File: config.mk
export PLATFORM = sky130hd
export DESIGN_NAME = lcard_bank_ctrl
export DESIGN_NICKNAME = d
export VERILOG_FILES = /design/src/rtl/lc_pkg.sv /design/src/rtl/lc_access_decode.sv /design/src/rtl/lc_state_bank.sv /design/src/rtl/lc_status_port.sv /design/src/rtl/lcard_bank_ctrl.sv
export SDC_FILE = /design/constraint.sdc
export NUM_CORES = 1
export LEC_CHECK = 0
export BUFFER_PORTS_ARGS = -buffer_cell sky130_fd_sc_hd__buf_2
export CAP_MARGIN = 20
export CELL_PAD_IN_SITES_DETAIL_PLACEMENT = 0
export CELL_PAD_IN_SITES_GLOBAL_PLACEMENT = 1
export CORE_MARGIN = 1.5
export CORE_UTILIZATION = 23
export DETAILED_ROUTE_END_ITERATION = 10
export HOLD_SLACK_MARGIN = 0.03
export PLACE_DENSITY_LB_ADDON = 0.1
export SYNTH_ARGS = -nofsm -noshare
export SYNTH_HDL_FRONTEND = slang
export SYNTH_SLANG_ARGS = --single-unit
File: constraint.sdc
create_clock -name clk -period 0.9 [get_ports clk]
set_input_delay 0.18 -clock clk [delete_from_list [all_inputs] [get_ports clk]]
set_output_delay 0.18 -clock clk [all_outputs]
set_load 0.01 [all_outputs]
File: src/rtl/lc_pkg.sv
package lc_pkg;

   // bit positions within the address nibble that steer the state
   localparam int unsigned LC_NIB_W    = 4;
   localparam int unsigned LC_ODD_BIT  = 0;
   localparam int unsigned LC_RSEL_BIT = 1;
   localparam int unsigned LC_BANK_BIT = 3;

   typedef struct packed {
      logic rd_en;
      logic wr_en;
      logic pre;
      logic bank2;
   } lc_state_t;

   localparam lc_state_t LC_RESET = '{rd_en: 1'b0, wr_en: 1'b1, pre: 1'b0, bank2: 1'b1};

endpackage

File: src/rtl/lc_access_decode.sv
module lc_access_decode
   import lc_pkg::*;
(
   input  logic                nib_odd,
   input  logic                nib_rsel,
   input  logic                nib_bank,
   input  logic                is_write,
   input  logic                cur_pre,
   input  logic                cur_wr_en,
   output lc_state_t           nxt
);

   always_comb begin
      nxt.bank2 = ~nib_bank;
      if (nib_odd) begin
         nxt.wr_en = (~is_write & cur_pre) ? 1'b1 : cur_wr_en;
         nxt.pre   = ~is_write;
         nxt.rd_en = nib_rsel;
      end else begin
         nxt.wr_en = 1'b0;
         nxt.pre   = 1'b0;
         nxt.rd_en = ~nib_rsel;
      end
   end

endmodule

File: src/rtl/lc_state_bank.sv
module lc_state_bank
   import lc_pkg::*;
(
   input  logic      clk,
   input  logic      rst_n,
   input  logic      upd,
   input  lc_state_t nxt,
   output lc_state_t cur,
   output logic      chg
);

   always_ff @(posedge clk or negedge rst_n) begin
      if (!rst_n) begin
         cur <= LC_RESET;
         chg <= 1'b0;
      end else begin
         chg <= upd && (nxt != cur);
         if (upd) cur <= nxt;
      end
   end

endmodule

File: src/rtl/lc_status_port.sv
module lc_status_port #(
   parameter int unsigned DATA_W   = 8,
   parameter int unsigned FLAG_BIT = 7
) (
   input  logic              sel_rd,
   input  logic              flag_bank,
   input  logic              flag_rd,
   output logic [DATA_W-1:0] data
);

   logic flag;
   assign flag = sel_rd ? flag_rd : flag_bank;

   for (genvar gi = 0; gi < DATA_W; gi++) begin : g_bit
      if (gi == FLAG_BIT) begin : g_flag
         assign data[gi] = flag;
      end else begin : g_zero
         assign data[gi] = 1'b0;
      end
   end

endmodule

File: src/rtl/lcard_bank_ctrl.sv
module lcard_bank_ctrl
   import lc_pkg::*;
#(
   parameter int unsigned DATA_W   = 8,
   parameter int unsigned FLAG_BIT = 7
) (
   input  logic              clk,
   input  logic              rst_n,
   input  logic              acc_stb,
   input  logic              acc_wr,
   input  logic [3:0]        acc_addr,
   input  logic              sts_sel,
   output logic              ram_rd_en,
   output logic              ram_wr_en,
   output logic              prewrite,
   output logic              bank2,
   output logic              chg_pulse,
   output logic [DATA_W-1:0] sts_data
);

   localparam int unsigned TOP_BIT = DATA_W - 1;

   if (FLAG_BIT > TOP_BIT) begin : g_bad_flag
      $error("FLAG_BIT must lie inside the status word");
   end
   if (LC_NIB_W != 4) begin : g_bad_nib
      $error("address nibble must be four bits wide");
   end

   lc_state_t st_cur, st_nxt;

   lc_access_decode u_dec (
      .nib_odd   (acc_addr[LC_ODD_BIT]),
      .nib_rsel  (acc_addr[LC_RSEL_BIT]),
      .nib_bank  (acc_addr[LC_BANK_BIT]),
      .is_write  (acc_wr),
      .cur_pre   (st_cur.pre),
      .cur_wr_en (st_cur.wr_en),
      .nxt       (st_nxt)
   );

   lc_state_bank u_st (
      .clk   (clk),
      .rst_n (rst_n),
      .upd   (acc_stb),
      .nxt   (st_nxt),
      .cur   (st_cur),
      .chg   (chg_pulse)
   );

   lc_status_port #(.DATA_W(DATA_W), .FLAG_BIT(FLAG_BIT)) u_sts (
      .sel_rd    (sts_sel),
      .flag_bank (st_cur.bank2),
      .flag_rd   (st_cur.rd_en),
      .data      (sts_data)
   );

   assign ram_rd_en = st_cur.rd_en;
   assign ram_wr_en = st_cur.wr_en;
   assign prewrite  = st_cur.pre;
   assign bank2     = st_cur.bank2;

endmodule

Word-level counts from Yosys, hierarchy flattened. Cells that the tools add are included.

Reductions and logical operators: 1. Equal/unequal tests: 1. Bitwise operators: 4. Muxes and demuxes: 3.

Operator list (number): 4-bit != test (1); 3-bit two-way mux (1); 1-bit inverter (3); 1-bit two-way mux (2); 1-bit bitwise AND (1); 1-bit logical AND (1).

Input port bits: 9. Word-level logic and storage cells: 14. Register bits: 5. Output and inout bits: 13.

Longest topological paths before layout. Gate-level depths: netlist of run 1.

Word-level depth: 6. Mapped depth: 3. Mapped depth without buffers: 3.

By module. Synthesis of run 1 repeated with hierarchy kept, for this count alone.

Cells, all modules: 29. Area total of the unflattened synthesis: 330.3 µm².

By module, submodules not included: lc_state_bank (cells an instance 14, seq. area each 127.6 µm², area each 219.0 µm², times used 1); lc_status_port (cells an instance 10, seq. area each 0.0 µm², area each 78.8 µm², times used 1); lc_access_decode (cells an instance 5, seq. area each 0.0 µm², area each 32.5 µm², times used 1).

Least setup slack after synthesis of run 1. OpenSTA, ideal clock, no wires.

Kind: register to output. Start point: register u_st.cur[3] (netlist name). End point: output port sts_data[7]. Data required time: 0.720 ns. Stages on the path, launching flop included: 3. Arrival: 0.822 ns. Path buffers: 1. Path slack: -0.102 ns. Cells stage by stage: dfrtp_1 mux2_2 buf_4.

Cells in the longest elaborated chain, start to end: 1.

Ends and longest elaborated chain: start, declared (RTL line lc_state_bank.sv:8) `output lc_state_t cur,`; start signal, assigned (RTL line lc_state_bank.sv:18) `if (upd) cur <= nxt;`; 1-bit two-way mux (RTL line lc_status_port.sv:12) `assign flag = sel_rd ? flag_rd : flag_bank;`; end, declared (RTL line lcard_bank_ctrl.sv:18) `output logic [DATA_W-1:0] sts_data`.

No other way between the ends.

Final worst setup path of run 1.
Start point: register u_st.cur[0] (netlist name). End point: output port sts_data[7].

The elaborated chain is that of the path after synthesis.

==> reports/metrics.yaml, run 1 <==
synth:
  syn_area_per_cell_um2: 10.1
  syn-cell-area_um2: 323
  ys_seq_elements: 5
  synth_cells: 32
  synth_warnings: 0
  synthDistinctLibCells: 19
  seq_area_frac_synth_pct: 39.5
finish:
  final_common_cell: "buf_2"
  layout_common_cells: "buf_2, conb_1, buf_6, buf_4"
  n_antenna_cell: 0
  finalNetCount: 62
  final_cell_area_um2: 495
  area_growth_pct: 53.5
  layout-drive-gt1-share_pct: 55.8
worst_setup_path:
  r2r_slack_ns: -0.17
  max_stage_delay_ns: 0.53
  cp_num_buf_inv: 1
  worstPathMaxFanout: 3
  path_class: "flip-flop to output port"
  critPathSlowestCell: "dfstp_2"
  critPathLaunchType: "flip-flop"
  cp_top_family: "flip-flops"
  crit_required_ns: 0.72
  critPathCaptureType: "output port"
  crit_chain: "mux2_4 -> buf_6"
  worstPathArrival_ns: 1.00
sta:
  setup_slack_ns: -0.283
  min_period_over_period_pct: 131
  skew_ns: 0.00363
  rsz0062_at_grt: "true"
  drv_slew: 0
  min_period_ns: 1.18
  setup_viol: 6
  final_hold_viol_count: 0
  fmaxAchievable_mhz: 845
die:
  die_y_um: 40.5
  die_w_um: 40.5
  fp-row-count: 13
  start_util_pct: 24.8
  ioPinCount: 22
  core-area_um2: 1300
  die-area_um2: 1640
pwr:
  power_mw: 0.775
  power_density_nw_per_um2: 1560
  vdd_ir_drop_max_v: 0.000618
  leakage_nw: 0.246
drt:
  ant_nets: 0
  wl_per_cell_um: 10.5
  drt_iter0_drc: 7
  vias_per_cell: 3.97
  drt-total-wl_um: 702
  drt_first_pass_iters: 4
  drc: 0
  vias: 266
clock_tree:
  htreeDepth: 1
  cts_tree: "done"
  cts-root-buf: "clkbuf_4"
  cts_buffers: 3
  clkSlewWorstSetupHoldPaths_ns: 0.04
  clk_latency_ns: 0.23
  clock_path_buffers: 2
  cts.sinks: 5
placed_design:
  gp_congestion: 0.663
  dp_hpwl_um: 524
  numPortBuffers: 13
  place_area_um2: 380
global_route:
  grt_max_degree: 6
  antenna_found_initial: 0
  grt_pass1_vias: 261
  grt_use_total_pct: 10.4
  grt_overflow: 0
  grt_pass1_wl_um: 1070
run_status:
  outcome: "finished, violations left"
  violations: "setup timing"
flow_run:
  drv_cap: 0
min_path:
  min_path_type: "input port to flip-flop"
routing by layer:
layer  vias to the layer above  routed length [µm]  GRT usage [%]
met3                         0                  72           5.00
met2                        13                 364           17.9
met5                         -                   0              0
met4                         0                   0           5.00
met1                       119                 264           10.3
li1                        134                   -              -
path summary, 6_finish.rpt:
| check | end | start | depth (start not counted) |
|---|---|---|---|
| max in group asynchronous | u_st.cur[2] | rst_n | 2 |
| worst min-delay path | u_st.cur[0] | acc_addr[3] | 2 |
| worst max register to register | u_st.chg | u_st.cur[0] | 3 |
| worst min register to register | u_st.cur[0] | u_st.cur[0] | 2 |
| worst max-delay path | sts_data[7] | u_st.cur[0] | 2 |
| min in group asynchronous | u_st.cur[1] | rst_n | 2 |
what timing repair did:
item / 4_1_cts / 5_1_grt
resized for setup: 6 / 3
buffers inserted: 3 / 0
endpoints found under the hold margin: 5 / 0
setup endpoints to repair: 7 / 9
pin swaps: 1 / 2
hold buffers: 1 / 0
stage by stage:
| stage | hold slack, ns | setup TNS, ns | std cells | util [%] | setup WS [ns] |
|---|---|---|---|---|---|
| global placement | 0.00266 | -0.0923 | 59 | 29.2 | -0.0616 |
| finish | 0.170 | -1.09 | 67 | 38.1 | -0.283 |
| floorplan | -0.116 | -0.116 | 38 | - | -0.0855 |
| detailed placement | 0.00277 | -0.141 | 59 | 29.2 | -0.0720 |
| CTS | 0.132 | -1.13 | 67 | 36.6 | -0.296 |
| global route | 0.173 | -1.37 | 67 | 38.1 | -0.320 |
synthesized netlist by cell type:
master    instances  area share, %
o22a_1            1            2.7
xnor2_1           1            2.7
dfstp_2           2             16
xor2_1            1            2.7
dfrtp_1           3             23
a41oi_1           1            2.7
nand3_1           1            1.5
buf_4             8             19
nand2b_1          1            1.9
inv_1             2            2.3
o21ai_0           1            1.5
o21bai_1          1            2.3
o22ai_1           1            1.9
nand2_1           2            2.3
nand3b_1          1            2.3
xnor2_2           1            5.0
mux2_2            2            7.0
conb_1            1            1.2
nor3_1            1            1.5
report_power, final:
part	switching, mW	leakage (nW)	internal, mW
Clock	0.0820	0.0150	0.167
Sequential	0.0168	0.0576	0.257
Combinational	0.112	0.173	0.140
sequential cells by signal, summed over array words and instances (netlist names):
register,flops
u_st.cur,4
u_st.chg,1
area by class of cell:
type	instances	area [µm²]
Timing Repair Buffer	18	136
Inverter	2	7.51
Tap cell	15	18.8
Multi-Input combinational cell	23	179
Sequential cell	5	128
Clock buffer	4	26.3
Fill cell	142	806
logic make-up (layout without fill, tap and decap cells):
logic type / count (synthesis) / count (layout) / synth area share (%)
and+or+nand+nor: 6 / 6 / 9.69
other: 1 / 7 / 1.16
buffers and inverters: 10 / 24 / 20.9
DFF: 5 / 5 / 39.5
AOI/OAI and AO/OA: 5 / 5 / 11.2
muxes: 2 / 2 / 6.98
xor gates and xnor gates: 3 / 3 / 10.5
Note: power is estimated with default switching activity, not from simulation.
==> inputs of run 2 (changes only) <==
--- a/config.mk
+++ b/config.mk
@@ -13,7 +13,7 @@
 export CORE_UTILIZATION = 23
 export DETAILED_ROUTE_END_ITERATION = 10
 export HOLD_SLACK_MARGIN = 0.03
-export PLACE_DENSITY_LB_ADDON = 0.1
+export PLACE_DENSITY = 0.71
 export SYNTH_ARGS = -nofsm -noshare
 export SYNTH_HDL_FRONTEND = slang
 export SYNTH_SLANG_ARGS = --single-unit
==> reports/metrics.yaml, run 2 (same netlist as run 1, synthesis figures left out) <==
run_status:
  outcome: "finished, violations left"
  violations: "setup timing"
sta:
  rsz0062_at_grt: "true"
  setup_slack_ns: -0.269
  fmaxAchievable_mhz: 855
  min_period_over_period_pct: 130
  skew_ns: 0.00230
  final_hold_viol_count: 0
  min_period_ns: 1.17
  drv_slew: 0
  setup_viol: 6
finish:
  layout-drive-gt1-share_pct: 50.9
  fill_cells: 142
  fin_cells: 68
  layout_common_cells: "buf_2, conb_1, buf_4, buf_6"
  top_register: "u_st.cur"
  final_common_cell: "buf_2"
  largest_reg_flops: 4
  final_cell_area_um2: 477
  finalNetCount: 63
  multi_input_area_um2: 159
  reg.largest.list: "u_st.cur x4, u_st.chg x1"
  n_antenna_cell: 0
  area_growth_pct: 47.7
  seq_area_um2: 128
clock_tree:
  htreeDepth: 1
  cts-root-buf: "clkbuf_4"
  cts_buffers: 3
  cts.sinks: 5
  clkSlewWorstSetupHoldPaths_ns: 0.04
  clk_latency_ns: 0.24
  cts_tree: "done"
  clock_path_buffers: 2
worst_setup_path:
  critPathLaunchType: "flip-flop"
  r2r_slack_ns: -0.21
  r2r_end: "u_st.chg"
  crit_required_ns: 0.72
  worstPathMaxFanout: 2
  reg2reg_from: "u_st.cur[0]"
  rr_worst_depth: 4
  worstPathArrival_ns: 0.99
  crit_end: "sts_data[7]"
  crit_start: "u_st.cur[0]"
  path_class: "flip-flop to output port"
  critPathCaptureType: "output port"
global_route:
  grtUsageMet3_pct: 3.33
  grt_use_total_pct: 9.02
  top_usage_layer: "met2"
  antenna_found_initial: 0
  grt_overflow: 0
  grt_pass1_vias: 245
  gr-usage-met1_pct: 9.00
  grt_max_degree: 6
  grt_pass1_wl_um: 910
  grt_use_met2_pct: 14.7
placed_design:
  place_area_um2: 388
  dp_hpwl_um: 465
  numPortBuffers: 13
  dp.cells: 60
  gp_congestion: 0.781
die:
  die_y_um: 40.5
  start_util_pct: 24.8
  ioPinCount: 22
  core-area_um2: 1300
  die_w_um: 40.5
  die-area_um2: 1640
  fp-row-count: 13
drt:
  drt_iter0_drc: 0
  wl_per_cell_um: 9.06
  drt-total-wl_um: 616
  vias: 271
  ant_nets: 0
  drt_first_pass_iters: 1
  drc: 0
  vias_per_cell: 3.99
flow_run:
  drv_cap: 0
pwr:
  vdd_ir_drop_max_v: 0.000531
  power_density_nw_per_um2: 1590
  leakage_nw: 0.245
  power_mw: 0.759
min_path:
  min_from: "acc_addr[3]"
  min_path_type: "input port to flip-flop"
-- run 2: worst min-delay path by stage --
stage | to | slack, ns | cells past startpoint
floorplan | u_st.chg | -0.12 | 0
global placement | u_st.chg | 0.003 | 1
detailed placement | u_st.chg | 0.003 | 1
CTS | u_st.cur[0] | 0.14 | 2
global route | u_st.cur[0] | 0.15 | 2
finish | u_st.cur[0] | 0.14 | 2
-- run 2: cell type report --
class	count	area share [%]
Clock buffer	4	5.51
Inverter	2	1.57
Multi-Input combinational cell	23	33.3
Sequential cell	5	26.8
Tap cell	15	3.94
Timing Repair Buffer	19	28.9
-- run 2: power by group --
group          switching, mW  leakage, nW  internal (mW)
combinational         0.0995        0.173          0.131
clock                 0.0895       0.0150          0.167
sequential            0.0149       0.0576          0.256
-- run 2: worst max-delay path, stage by stage, from the launching register on --
cell	delay [ns]
dfstp_2	0.52
mux2_4	0.14
buf_6	0.09
-- run 2: routing by layer --
| layer | vias to the layer above | routed length, µm |
|---|---|---|
| li1 | 135 | - |
| met3 | 2 | 57 |
| met1 | 120 | 254 |
| met2 | 14 | 298 |
| met4 | 0 | 4 |
| met5 | - | 0 |
-- run 2: timing repair --
item,CTS,global route
buffers inserted,3,0
gates resized for setup,4,1
pin swaps,0,2
hold buffers,1,0
setup endpoints to repair,7,9
hold endpoints to repair,5,0
-- run 2: metrics by stage --
stage               util [%]  setup slack (ns)  hold slack (ns)  TNS [ns]
floorplan                  -           -0.0855           -0.116    -0.116
global placement        29.8           -0.0623          0.00279    -0.111
detailed placement      29.8           -0.0747          0.00319    -0.114
CTS                     36.3            -0.288            0.139     -1.19
global route            36.6            -0.307            0.146     -1.35
finish                  36.6            -0.269            0.139     -1.10
